[src/rtl/pcd_pkg.sv]
package pcd_pkg;

    typedef enum logic [1:0] {
        RG_NONE   = 2'd0,
        RG_LATCH  = 2'd1,
        RG_CFGSPC = 2'd2,
        RG_GENIO  = 2'd3
    } region_e;

    typedef enum logic [1:0] {
        K_BADPORT = 2'd0,
        K_LATCH   = 2'd1,
        K_WINDOW  = 2'd2,
        K_GENIO   = 2'd3
    } kind_e;

    typedef struct packed {
        region_e     region;
        logic        err;
        logic        unclaimed;
        logic [31:0] rdata;
    } route_t;

    localparam logic [15:0] LATCH_PORT  = 16'h0CF8;
    localparam logic [15:0] WINDOW_BASE = 16'h0CFC;
    localparam logic [2:0]  LATCH_SIZE  = 3'd4;
    localparam int          LATCH_W     = 32;
    localparam int          EN_BIT      = 31;

    function automatic logic hits_window(input logic [15:0] p);
        return (p & 16'hFFFC) == WINDOW_BASE;
    endfunction

endpackage

[src/rtl/pcd_port_classifier.sv]
module pcd_port_classifier
    import pcd_pkg::*;
#(
    parameter int PORT_IN_W = 32
) (
    input  logic [PORT_IN_W-1:0] port_in,
    input  logic [2:0]           size_in,
    output kind_e                kind,
    output logic [15:0]          port16
);
    logic too_wide;

    generate
        if (PORT_IN_W > 16) begin : g_hi
            assign too_wide = |port_in[PORT_IN_W-1:16];
            assign port16   = port_in[15:0];
        end else begin : g_lo
            assign too_wide = 1'b0;
            assign port16   = 16'(port_in);
        end
    endgenerate

    always_comb begin
        if (too_wide)
            kind = K_BADPORT;
        else if (port16 == LATCH_PORT && size_in == LATCH_SIZE)
            kind = K_LATCH;
        else if (hits_window(port16))
            kind = K_WINDOW;
        else
            kind = K_GENIO;
    end

endmodule

[src/rtl/pcd_cfg_latch.sv]
module pcd_cfg_latch
    import pcd_pkg::*;
(
    input  logic               clk,
    input  logic               rst,
    input  logic               wr_en,
    input  logic [LATCH_W-1:0] wdata,
    output logic [LATCH_W-1:0] q
);
    always_ff @(posedge clk) begin
        if (rst)
            q <= '0;
        else if (wr_en)
            q <= wdata;
    end


    latch_load_chk: assert property (@(posedge clk) disable iff (rst)
        wr_en |=> q == $past(wdata));


    latch_reset_chk: assert property (@(posedge clk)
        rst |=> q == '0);


    latch_hold_chk: assert property (@(posedge clk) disable iff (rst)
        !wr_en |=> $stable(q));

endmodule

[src/rtl/pcd_route_builder.sv]
module pcd_route_builder
    import pcd_pkg::*;
#(
    parameter int PA_W = 40
) (
    input  kind_e              kind,
    input  logic [15:0]        port16,
    input  logic               is_write,
    input  logic [LATCH_W-1:0] latch_q,
    output route_t             route,
    output logic [PA_W-1:0]    addr
);
    localparam logic [PA_W-1:0] CFGSPC_BASE = PA_W'(1) << (PA_W-1);
    localparam logic [PA_W-1:0] GENIO_BASE  = PA_W'(1) << (PA_W-2);

    always_comb begin
        route = '{region: RG_NONE, err: 1'b0, unclaimed: 1'b0, rdata: '0};
        addr  = '0;
        case (kind)
            K_BADPORT: route.err = 1'b1;
            K_LATCH: begin
                route.region = RG_LATCH;
                if (!is_write)
                    route.rdata = latch_q;
            end
            K_WINDOW: begin
                if (latch_q[EN_BIT]) begin
                    route.region = RG_CFGSPC;
                    addr = CFGSPC_BASE | PA_W'(latch_q[EN_BIT-1:0]);
                end else begin
                    route.unclaimed = 1'b1;
                    if (!is_write)
                        route.rdata = '1;
                end
            end
            default: begin
                route.region = RG_GENIO;
                addr = GENIO_BASE | PA_W'(port16);
            end
        endcase
    end

endmodule

[src/rtl/pci_port_decoder.sv]
module pci_port_decoder
    import pcd_pkg::*;
#(
    parameter int PORT_IN_W = 32,
    parameter int PA_W      = 40
) (
    input  logic                 clk,
    input  logic                 rst,
    input  logic                 acc_valid,
    input  logic [PORT_IN_W-1:0] acc_port,
    input  logic [2:0]           acc_size,
    input  logic                 acc_write,
    input  logic [31:0]          acc_wdata,
    output logic                 out_valid,
    output logic [1:0]           out_region,
    output logic [PA_W-1:0]      out_addr,
    output logic [31:0]          out_rdata,
    output logic                 out_err,
    output logic                 out_unclaimed
);
    kind_e              kind;
    logic [15:0]        port16;
    logic [LATCH_W-1:0] latch_q;
    logic               latch_wr;
    route_t             route;
    logic [PA_W-1:0]    route_addr;

    pcd_port_classifier #(.PORT_IN_W(PORT_IN_W)) u_classify (
        .port_in (acc_port),
        .size_in (acc_size),
        .kind    (kind),
        .port16  (port16)
    );

    assign latch_wr = acc_valid && acc_write && kind == K_LATCH;

    pcd_cfg_latch u_latch (
        .clk   (clk),
        .rst   (rst),
        .wr_en (latch_wr),
        .wdata (acc_wdata),
        .q     (latch_q)
    );

    pcd_route_builder #(.PA_W(PA_W)) u_route (
        .kind     (kind),
        .port16   (port16),
        .is_write (acc_write),
        .latch_q  (latch_q),
        .route    (route),
        .addr     (route_addr)
    );

    always_ff @(posedge clk) begin
        if (rst || !acc_valid) begin
            out_valid     <= 1'b0;
            out_region    <= RG_NONE;
            out_addr      <= '0;
            out_rdata     <= '0;
            out_err       <= 1'b0;
            out_unclaimed <= 1'b0;
        end else begin
            out_valid     <= 1'b1;
            out_region    <= route.region;
            out_addr      <= route_addr;
            out_rdata     <= route.rdata;
            out_err       <= route.err;
            out_unclaimed <= route.unclaimed;
        end
    end


    wide_port_err_chk: assert property (@(posedge clk) disable iff (rst)
        acc_valid && ((acc_port >> 16) != '0) |=> out_valid && out_err);


    idle_no_result_chk: assert property (@(posedge clk) disable iff (rst)
        !acc_valid |=> !out_valid);


    class_exclusive_chk: assert property (@(posedge clk) disable iff (rst)
        out_valid |-> $onehot0({out_err, out_unclaimed, out_region != RG_NONE}));


    unclaimed_ones_chk: assert property (@(posedge clk) disable iff (rst)
        acc_valid && !acc_write && hits_window(port16) && !latch_q[EN_BIT]
            && ((acc_port >> 16) == '0) |=> out_rdata == '1);


    cfgspc_enabled_chk: assert property (@(posedge clk) disable iff (rst)
        acc_valid && out_region == RG_CFGSPC |-> $past(latch_q[EN_BIT]));

endmodule

[config.mk]
export PLATFORM = sky130hd
export DESIGN_NAME = pci_port_decoder
export DESIGN_NICKNAME = d
export VERILOG_FILES = /design/src/rtl/pcd_pkg.sv /design/src/rtl/pcd_port_classifier.sv /design/src/rtl/pcd_cfg_latch.sv /design/src/rtl/pcd_route_builder.sv /design/src/rtl/pci_port_decoder.sv
export SDC_FILE = /design/constraint.sdc
export NUM_CORES = 1
export LEC_CHECK = 0
export BUFFER_PORTS_ARGS = -buffer_cell sky130_fd_sc_hd__buf_2
export CORE_MARGIN = 2
export CORE_UTILIZATION = 47
export CTS_CLUSTER_SIZE = 40
export DETAILED_ROUTE_END_ITERATION = 12
export GPL_ROUTABILITY_DRIVEN = 0
export HOLD_SLACK_MARGIN = 0.03
export PLACE_DENSITY_LB_ADDON = 0.05
export SLEW_MARGIN = 20
export SYNTH_ARGS = -nofsm -noshare
export SYNTH_HDL_FRONTEND = slang
export SYNTH_SLANG_ARGS = --single-unit
export TNS_END_PERCENT = 50
[constraint.sdc]
create_clock -name clk -period 2.8 [get_ports clk]
set_input_delay 0.56 -clock clk [delete_from_list [all_inputs] [get_ports clk]]
set_output_delay 0.56 -clock clk [all_outputs]
set_load 0.01 [all_outputs]
==> flow_summary.toml, run 1 <==
[worst_hold_path]
hp-start = "acc_wdata[24]"
hp-class = "input pin to register"
worstHoldPathCells = 3
holdPathEnd = "u_latch.q[24]"

[setup_path]
crit-reg2reg-launch = "u_latch.q[31]"
worst_path_max_delay_cell = "and2_1"
endpoint_kind = "register"
cp.required_ps = 3090
path_class = "input pin to register"
critical_path_buf_inv_count = 1
cpPeakStageDelay_ps = 590
critPathTopFamily = "simple AND/OR/NAND/NOR gates"
crit_path_start = "acc_port[18]"
cp.arrival_ps = 2600
r2r_end = "out_addr[25]"
path_max_fanout = 18
ff2ff_setup_slack_ps = 1470
start_kind = "input pin"
reg2reg_depth = 4
crit_chain = "buf_2 > nor4_1 > nand4_1 > a31oi_1 > ha_1 > and2_1 > a22o_1"

[logic_synthesis]
postSynthAreaPerCell_sq_um = 9.793
synth_seq_area_share_pct = 57.28
synth_warnings = 0
yosys-top-cells-count = "dfxtp_1 (102), nand2_1 (99), a21oi_1 (34), a21oi_2 (30), and2_1 (17)"
synth.most_common_cell = "dfxtp_1"
ys_types = 32
netlist_area_sq_um = 3565
synth.area.top_cells = "dfxtp_1 (57%), nand2_1 (10%), a21oi_2 (7.4%)"
synth-main-ff-cell = "dfxtp_1"
synth_top_cell_by_area = "dfxtp_1"
ys_ff_latch = 102
syn_inst = 364
synthArstFlopShare_pct = 0
synth_top_area_share_pct = 57.28
synth_enable_flop_cells = 0

[place]
placed_area_sq_um = 4384
hpwl_um = 6254
portBuffers = 140

[timing]
fin_skew_ps = 8.684
layout_min_cycle_time_ps = 2310
hold_violations = 0
fmax_mhz = 433.0
hold_slack_ps = 436.8
tightest_slew_ps = 691.8
setup_tns_ps = 0
setup_viol = 0
grt_setup_unrepaired = "no"
maxSlewHeadroom_pct = 53.88
min_period_over_period_pct = 82.49
finalMaxSlewViolations = 0

[layout]
syn_to_final_growth_pct = 28.61
layout-drive-gt1-share_pct = 41.26
nets = 579
n_antenna_cell = 0
fin_area_sq_um = 4584

[grt]
antenna_found_initial = 0
grt_max_degree = 24
grt_usage_pct = 20.65
overflow = 0
grt_pass1_wl_um = 13590
grt_pass1_vias = 2800

[clocking]
cts_sinks = 102
htreeDepth = 3
insertion_delay_ps = 350
cts_inserted_buffers = 9
cts_hold_buf = 0
cts-root-buf = "clkbuf_8"
cts_setup_buffers = 0
cts_resized = 0
clock_path_buffers = 2
cts_tree = "done"
cts.clk_slew.worst_paths_ps = 100

[route]
dr.pass1.iters = 4
ant_nets = 0
vias = 2896
routed_via_density = 4.763
drt_wl_total_um = 8559
drc_errors = 0
drtIter0Drc = 67
wl_per_cell_um = 14.08

[power]
p_per_area_nw_per_um2 = 534.5
p_total_mw = 2.450
ir_drop_mv = 0.3837
p_leak_nw = 1.974

[die]
die_w_um = 91.09
core-area_sq_um = 7292
floorplan.initialDensity_pct = 48.88
die-area_sq_um = 8297
die_h_um = 91.09
num_rows = 31
num_io_pins = 148

[flow_run]
drv_cap = 0

[status]
outcome = "complete, no violations"
## final cells by class
| type | count | area, sq um |
|---|---|---|
| multi-input combinational | 232 | 1333 |
| inverter | 2 | 7.507 |
| clock inverter | 5 | 58.81 |
| sequential | 102 | 2042 |
| clock buffer | 11 | 141.4 |
| timing repair buffer | 157 | 878.3 |
| fill | 686 | 2708 |
| tap | 99 | 123.9 |
## how the worst max path moves through the flow
| stage | end | cells past startpoint |
|---|---|---|
| final | out_addr[14] | 7 |
| after global routing | out_addr[17] | 9 |
| after CTS | out_addr[14] | 7 |
| after detailed placement | out_addr[14] | 7 |
| after global placement | out_rdata[8] | 8 |
| after floorplan | out_rdata[10] | 9 |
## per-stage QoR
stage,utilization [%],setup WS (ps),cells
floorplan,-,448.5,370
finish,62.87,490.4,608
CTS,62.87,447.0,608
global route,62.87,228.2,608
global placement,60.12,145.9,592
detailed placement,60.12,87.49,592
## power by group
part	leakage, nW	internal, mW	total [mW]	switching [mW]
Clock	0.0955	0.438	0.917	0.479
Sequential	0.822	1.45	1.45	0.000566
Combinational	1.06	0.0426	0.0822	0.0396
Total	1.97	1.93	2.45	0.519
## flip-flops by register name (all words and copies together) (netlist names)
signal	flops
out_addr	33
out_rdata	32
u_latch.q	32
out_region	2
out_err	1
out_unclaimed	1
out_valid	1
## tightest hold or removal path: cells and delay by family
kind	cells	cell delay (ps)
AOI/OAI and AO/OA	1	50
and+or+nand+nor	1	50
buffers and inverters	1	90
## layout by cell type, fill, tap and decap left out, drive strengths merged, types with 2 or more instances in the layout
cell type / n
nor2: 2
clkinvlp: 2
clkbuf: 11
inv: 2
a22o: 16
a31o: 2
nor4: 5
nor2b: 2
clkinv: 2
dfxtp: 102
nand2: 99
a31oi: 2
and2: 17
ha: 4
buf: 157
conb: 7
a21oi: 64
nand2b: 2
## cell families after synthesis
group / after synthesis / synth area share (%)
buf+inv: 36 / 6.107
compound gates: 85 / 17.16
simple gates: 136 / 17.94
fa+ha+maj: 4 / 1.404
other cells: 1 / 0.1052
flops: 102 / 57.28
## layer usage
layer / global-route usage [%] / vias to the layer above / part of all wire [%]
li1: - / 1474 / -
met5: 0 / - / 0
met3: 5.477 / 6 / 7.2
met4: 5.682 / 0 / 0.62
met2: 35.19 / 92 / 48
met1: 25.83 / 1324 / 44
Note: power is estimated with default switching activity, not from simulation.
==> run 2, diff against run 1 <==
Clock period 2.8 ns to 2.3 ns, I/O delays scaled along.
==> run 2 against run 1 <==
Effect of this change:
- combinational power grew 29%
- power grew 17%
- sequential cell count is the same
- sequential power grew 22%
- critical path depth grew 2
- cell count grew 2.0%
- hold slack lost 95 ps
- largest power group unchanged
- highest routed layer unchanged
==> flow_summary.toml, run 2 (synthesis results as in run 1) <==
[status]
outcome = "complete, no violations"

[die]
num_rows = 31
die_h_um = 91.09
num_io_pins = 148
core-area_sq_um = 7292
floorplan.initialDensity_pct = 48.88
die-area_sq_um = 8297
die_w_um = 91.09

[timing]
finalMaxSlewViolations = 0
min_period_over_period_pct = 93.55
setup_viol = 0
fmax_mhz = 464.7
hold_violations = 0
layout_min_cycle_time_ps = 2152
fin_skew_ps = 6.821
grt_setup_unrepaired = "no"
hold_slack_ps = 342.3

[grt]
antenna_found_initial = 0
grt_max_degree = 22
grt_pass1_wl_um = 13770
overflow = 0
grt_pass1_vias = 2869
grt_usage_pct = 20.60

[worst_hold_path]
hp-start = "acc_port[6]"
hp-class = "input pin to register"
worstHoldPathCells = 2
holdPathEnd = "out_addr[6]"

[route]
drt_wl_total_um = 8578
wl_per_cell_um = 13.84
drc_errors = 0
vias = 2939
ant_nets = 0
drtIter0Drc = 83
dr.pass1.iters = 4
routed_via_density = 4.740

[setup_path]
cpPeakStageDelay_ps = 570
crit_path_start = "acc_port[2]"
crit_chain = "buf_2 > or4b_1 > nor3_4 > a31oi_2 > buf_4 > ha_1 > and2_1 > buf_12 > a22o_1"
crit-reg2reg-launch = "u_latch.q[31]"
path_max_fanout = 18
cp.required_ps = 2540
cp.arrival_ps = 2390
start_kind = "input pin"
path_class = "input pin to register"
endpoint_kind = "register"
ff2ff_setup_slack_ps = 990
r2r_end = "out_rdata[8]"
reg2reg_depth = 3
worst_path_max_delay_cell = "or4b_1"

[clocking]
cts.clk_slew.worst_paths_ps = 90
htreeDepth = 3
cts_tree = "done"
clock_path_buffers = 2
insertion_delay_ps = 350
cts-root-buf = "clkbuf_8"
cts_sinks = 102
cts_inserted_buffers = 9

[layout]
mostFrequentLayoutCell = "buf_2"
top_regs = "out_addr (33), out_rdata (32), u_latch.q (32)"
max_flop_register = "out_addr"
syn_to_final_growth_pct = 31.87
nets = 592
final_cell_mix = "buf_2 (140), dfxtp_1 (102), nand2_1 (99), a21oi_1 (34), a21oi_2 (30)"
n_antenna_cell = 0
layout-drive-gt1-share_pct = 42.99
largest_register_ff_count = 33
fin_area_sq_um = 4701

[power]
p_per_area_nw_per_um2 = 610.9
p_total_mw = 2.872
ir_drop_mv = 0.4594
p_leak_nw = 2.043

[flow_run]
drv_cap = 0

[place]
placed_area_sq_um = 4484
hpwl_um = 6224
portBuffers = 140
==> run 2: metrics by stage <==
step	TNS, ps	std cells	setup slack (ps)	utilization, %
finish	0	620	148.3	64.46
global placement	-10100	602	-205.4	61.50
global route	0	620	11.83	64.46
floorplan	0	370	48.53	-
CTS	0	617	48.46	63.90
detailed placement	-14920	602	-297.2	61.50
==> run 2: worst max-delay path by stage <==
stage	to	cells after the start
final	out_addr[10]	9
after global routing	u_latch.q[4]	11
after CTS	out_rdata[8]	8
after detailed placement	out_rdata[8]	8
after global placement	out_rdata[0]	8
after floorplan	out_rdata[10]	9
==> run 2: what timing repair did <==
action	in CTS	in global routing
gates resized for setup	0	3
setup buffers	0	3
hold buffers	0	0
setup endpoints to repair	0	35
==> run 2: final cells by class <==
class / count / area (sq um)
Tap cell: 99 / 123.9
Multi-Input combinational cell: 232 / 1351
Sequential cell: 102 / 2042
Clock buffer: 12 / 155.1
Fill cell: 639 / 2591
Inverter: 2 / 7.507
Timing Repair Buffer: 170 / 1001
Clock inverter: 3 / 20.02
==> run 2: worst max-delay path, delay by kind of cell <==
kind / cells / cell delay, ps
buffers and inverters: 3 / 410
adders and majority gates: 1 / 200
and+or+nand+nor: 3 / 940
AOI/OAI and AO/OA: 2 / 360
==> run 2: power breakdown <==
part | switching [mW] | total, mW | internal [mW]
combinational | 0.0499 | 0.106 | 0.0561
sequential | 0.000730 | 1.77 | 1.77
clock | 0.553 | 0.999 | 0.446
==> run 2: per-layer routing <==
| layer | track usage, % | up-vias | routed length (um) |
|---|---|---|---|
| met3 | 4.315 | 11 | 542 |
| met4 | 7.071 | 0 | 124 |
| met2 | 35.00 | 97 | 4044 |
| li1 | - | 1492 | - |
| met1 | 25.99 | 1339 | 3867 |
| met5 | 0 | - | 0 |
